## src/rtl/fastlock_cp_timer.sv

```systemverilog
module fastlock_cp_timer #(
  parameter int CODE_W = 3,
  parameter int TC_W   = 4
) (
  input  logic              clk,
  input  logic              rst_n,
  input  logic [CODE_W-1:0] cur1_code,
  input  logic [CODE_W-1:0] cur2_code,
  input  logic              fl_en,
  input  logic              fl_mode,
  input  logic [TC_W-1:0]   tmo_code,
  input  logic              gain_bit,
  input  logic              word_wr,
  input  logic              pd_tick,
  input  logic              tristate_bit,
  input  logic              pwr_dn,
  output logic [CODE_W-1:0] cp_code,
  output logic              cp_hiz,
  output logic              gain_clr
);
  localparam int CNT_W = TC_W + 2;

  logic             boost;
  logic [CNT_W-1:0] cnt;

  wire timed  = fl_en & fl_mode;
  wire run    = timed & boost & pd_tick & ~word_wr;
  wire last   = cnt <= CNT_W'(1);
  wire expire = run & last;

  always_ff @(posedge clk or negedge rst_n) begin
    if (!rst_n) begin
      boost    <= 1'b0;
      cnt      <= '0;
      gain_clr <= 1'b0;
    end else if (pwr_dn || !fl_en) begin
      boost    <= 1'b0;
      cnt      <= '0;
      gain_clr <= 1'b0;
    end else begin
      gain_clr <= expire;
      if (word_wr) begin
        boost <= gain_bit;
        cnt   <= (timed && gain_bit) ? {tmo_code, 2'b11} : '0;
      end else if (run) begin
        if (last) begin
          boost <= 1'b0;
          cnt   <= '0;
        end else begin
          cnt <= cnt - CNT_W'(1);
        end
      end
    end
  end

  wire sel2 = fl_en ? boost : gain_bit;

  assign cp_code = sel2 ? cur2_code : cur1_code;
  assign cp_hiz  = tristate_bit | pwr_dn;
endmodule


```

## config.mk

```make
export PLATFORM = sky130hd
export DESIGN_NAME = fastlock_cp_timer
export DESIGN_NICKNAME = d
export VERILOG_FILES = /design/src/rtl/fastlock_cp_timer.sv
export SDC_FILE = /design/constraint.sdc
export NUM_CORES = 1
export LEC_CHECK = 0
export BUFFER_PORTS_ARGS = -buffer_cell sky130_fd_sc_hd__buf_2
export CAP_MARGIN = 30
export CORE_MARGIN = 2
export CORE_UTILIZATION = 45
export CTS_BUF_LIST = sky130_fd_sc_hd__clkbuf_16
export DETAILED_ROUTE_END_ITERATION = 8
export PLACE_DENSITY = 0.75
export SETUP_SLACK_MARGIN = 0.5
export SLEW_MARGIN = 20
export SYNTH_ARGS = -nofsm -noshare
export SYNTH_HDL_FRONTEND = slang
export SYNTH_SLANG_ARGS = --single-unit
```

## constraint.sdc

```tcl
create_clock -name clk -period 2 [get_ports clk]
set_clock_uncertainty 0.05 [all_clocks]
set_input_delay 0.2 -clock clk [delete_from_list [all_inputs] [get_ports clk]]
set_output_delay 0.2 -clock clk [all_outputs]
set_load 0.01 [all_outputs]
```

# Word-level counts from Yosys, hierarchy flattened
# Cells that the tools add are included.
# word_totals
regBits	8
out_inout_bits	5
inputBits	19
# classes
magnitude_cmp	1
n_reduce_logical	6
bitwise_logic	7
add_sub_neg	1
muxes	12
# op_table
cell	count
2-to-1 mux 6 bit	5
<= comparator 6 x 1 -> 1 bit (second input constant)	1
2-to-1 mux 1 bit	6
nonzero test 3 bit	2
subtractor 6 x 1 -> 6 bit (second input constant)	1
AND 1 bit	5
2-to-1 mux 3 bit	1
AND reduction 2 bit	1
logical AND 1 bit	1
logical NOT 1 bit	1
logical OR 1 bit	1
inverter 1 bit	1
OR 1 bit	1

# Depth between registers and ports, before layout
# logic_depth
depth_word	7
ltp_mapped	6
ltp_nobuf	6

# Worst setup path after synthesis
# Ideal clock, no wire load.
# synth_path
kind	register -> register
start	register cnt[2]
end	register cnt[2]
required_ns	1.822
synth_period_minus_slack_ns	1.589
path_buffers	0
stages_incl_launch_ff	5
path_slack_ns	0.411
arrival_ns	1.411
path_cell_list	dfrtp_1 -> or3_4 -> or3_4 -> a31oi_1 -> o22ai_1
# synth_via
elab_chain_len	5
# synth_lines
item	line_no	rtl
start: declaration	24	logic [CNT_W-1:0] cnt;
start signal: assignment	44	cnt <= (timed && gain_bit) ? {tmo_code, 2'b11} : '0;
start signal: assignment	50	cnt <= cnt - CNT_W'(1);
subtractor 6 x 1 -> 6 bit or <= comparator 6 x 1 -> 1 bit (tied branches)	50, 28	
2-to-1 mux 6 bit (*)	46	if (last) begin
2-to-1 mux 6 bit (*)	45	end else if (run) begin
2-to-1 mux 6 bit (*)	42	if (word_wr) begin
2-to-1 mux 6 bit (*)	36	end else if (pwr_dn || !fl_en) begin
# Every way passes the cells marked *; elsewhere a longest branch is shown, timed or not. The select of a mux whose other input is x is not followed.
# A chain may end at the register's enable or synchronous reset.

# Final worst setup path
# layout_path
start	register cnt[2]
end	register cnt[5]
# The elaborated chain is that of the path after synthesis.

==> results.yml <==
outcome:
  run_status: "completed"
place:
  dp_cells: 106
  dp_hpwl_um: 1080
  port_buffers: 23
  gp_congestion: 0.819
power_and_ir_drop:
  clock_power_share: 0.544
  power.internal_mw: 0.481
  p_sw_mw: 0.129
  p_per_area_nw_per_um2: 638
  power.total_mw: 0.610
  comb_power_share: 0.180
  p_leak_nw: 0.449
  pwr-share-seq: 0.276
  max-vdd-ir-drop_uv: 410
  swShare: 0.211
timing:
  setup_viol: 0
  rsz0062_at_grt: "yes"
  clock.fmax_mhz: 611
  slew_violations: 0
  tightest_slew_ps: 315
  max_slew_margin: 0.787
  hold_violations: 0
  tns_ps: 0
  period_share: 0.818
  min_period_ps: 1640
  holdWs_ps: 138
logic_synthesis:
  yosys_warnings: 0
  synth_area_leaders: "dfrtp_1 34%, nor2_1 6.4%, mux2_2 5.8%, nand2_1 4.5%, ha_1 4.3%"
  synth_area_sq_um: 586
  ys.flop_type: "dfrtp_1"
  ys_ff_latch: 8
  netlist.area_leader.share: 0.342
  async_reset_ff_frac: 1.00
  synthTopCellsByCount: "10 x nor2_1, 8 x dfrtp_1, 7 x nand2_1"
  netlist_instances: 69
  synth_edf_count: 0
  syn-num-nets: 90
  yosys.area.top_type: "dfrtp_1"
  ys_seq_area_frac: 0.342
  syn_area_per_cell_sq_um: 8.49
  yosysUniqueCellTypes: 29
  yosysMostFrequentCell: "nor2_1"
clock_network:
  clockRootBuffer: "clkbuf_16"
  clock_sinks: 8
  clk_latency_ps: 230
  numCtsBuffers: 3
  clockBufferDepth: 2
  path_clk_slew_ps: 40
  cts_tree: "done"
  htreeDepth: 1
floorplanning:
  start_util: 0.506
  die_area_sq_um: 1610
  design.portCount: 24
  die_h_um: 40.1
  die_w_um: 40.1
  core_region_area_sq_um: 1160
  rows: 12
routing:
  vias: 697
  ant_nets: 0
  vias_per_cell: 6.06
  first_iter_violations: 5
  drcViolationCount: 0
  drt-pass1-iter-count: 4
  avgRoutedWirePerCell_um: 16.1
  totalWireLength_um: 1850
setup_path:
  cp.arrival_ps: 1700
  worstSetupPathType: "flip-flop to flip-flop"
  timing.rr.start: "cnt[2]"
  cp-end-kind: "flip-flop"
  start_kind: "flip-flop"
  startpoint: "cnt[2]"
  worstPathRequired_ps: 2070
  path_max_fanout: 4
layout:
  fillers: 69
  drive_above_1_share: 0.535
  layout.nets: 124
  diodes: 0
  final_util: 0.827
  area_growth_pct: 63.2
  layout.cells.non_filler: 115
global_route:
  gr-total-overflow: 0
  grt_pass1_vias: 606
  grt_max_degree: 9
  antenna_found_initial: 0
  track_usage: 0.263
  grt_pass1_wl_um: 2710
hold_path:
  worstHoldPathType: "input pin to flip-flop"
  min_from: "tmo_code[2]"
flow_run:
  maxCapViolations: 0
==> cells by family after synthesis <==
family,after synthesis,share of synthesized area
multiplexers,4,0.0748
adder cells (fa/ha/maj),2,0.0427
AO/OA/AOI/OAI,18,0.216
AND/OR/NAND/NOR,33,0.299
buffers and inverters,4,0.0256
flip-flops,8,0.342
==> per-stage QoR <==
step	setup WS [ps]	cell area, sq um
floorplan	411	588
global placement	293	724
detailed placement	293	724
CTS	337	930
global route	338	956
finish	364	956
==> power by group through the flow <==
stage	Sequential, mW	Combinational (mW)	Clock (mW)
finish	0.168	0.110	0.332
global route	0.168	0.117	0.339
CTS	0.168	0.103	0.331
detailed placement	0.170	0.0739	0
global placement	0.170	0.0735	0
floorplan	0.169	0.0381	0
==> critical path: stages, from the launching register on <==
cell     delay (ps)
dfrtp_1         380
or3_4           420
o41ai_1         350
o41ai_1         130
a22o_1          190
==> state kept, by name, summed over array words and instances (netlist names) <==
signal	flops
cnt	6
boost	1
gain_clr	1
==> timing repair <==
| item | 4_1_cts | 5_1_grt |
|---|---|---|
| setup endpoints to repair | 11 | 11 |
| pin swaps | 6 | 5 |
| resized for setup | 17 | 7 |
| endpoints found under the hold margin | 8 | 0 |
| hold buffers | 1 | 0 |
| setup buffers | 4 | 1 |
==> area by class of cell <==
cell class	instances	area [sq um]	share of cell area
Inverter	3	11.3	0.0118
Clock buffer	3	75.1	0.0785
Multi-Input combinational cell	57	462	0.483
Sequential cell	8	201	0.211
Tap cell	14	17.5	0.0183
Timing Repair Buffer	30	189	0.198
==> path summary, 6_finish.rpt <==
kind	end	slack, ps	depth (start not counted)
worst min-delay path	cnt[4]	140	3
max in group asynchronous	cnt[0]	1420	2
worst max-delay path	cnt[5]	360	4
worst min register to register	cnt[4]	500	2
min in group asynchronous	cnt[1]	300	2
worst max register to register	cnt[5]	360	4
==> cell usage in the layout, fill, tap and decap left out, types with 2 or more instances in the layout <==
master     Yosys  routed
buf_2          0      20
nor2_1        10       9
nand2_1        7       7
dfrtp_1        8       7
buf_4          0       6
mux2_4         0       3
nand3_1        3       3
clkbuf_16      0       3
buf_6          0       3
inv_2          0       2
or2_2          2       2
nand2b_1       2       2
or3_4          2       2
a21oi_2        0       2
o21ai_0        4       2
o41ai_1        2       2
a32oi_1        2       2
o21ai_1        0       2
==> per-layer routing <==
metal / vias to the layer above / GRT usage / share of wire / wire (um)
met2: 32 / 0.464 / 0.49 / 911
met3: 5 / 0.0556 / 0.069 / 127
li1: 322 / - / - / -
met4: 0 / 0.103 / 0.015 / 27
met1: 338 / 0.306 / 0.42 / 782
met5: - / 0 / 0 / 0
Power figures use the tool's default switching activity.
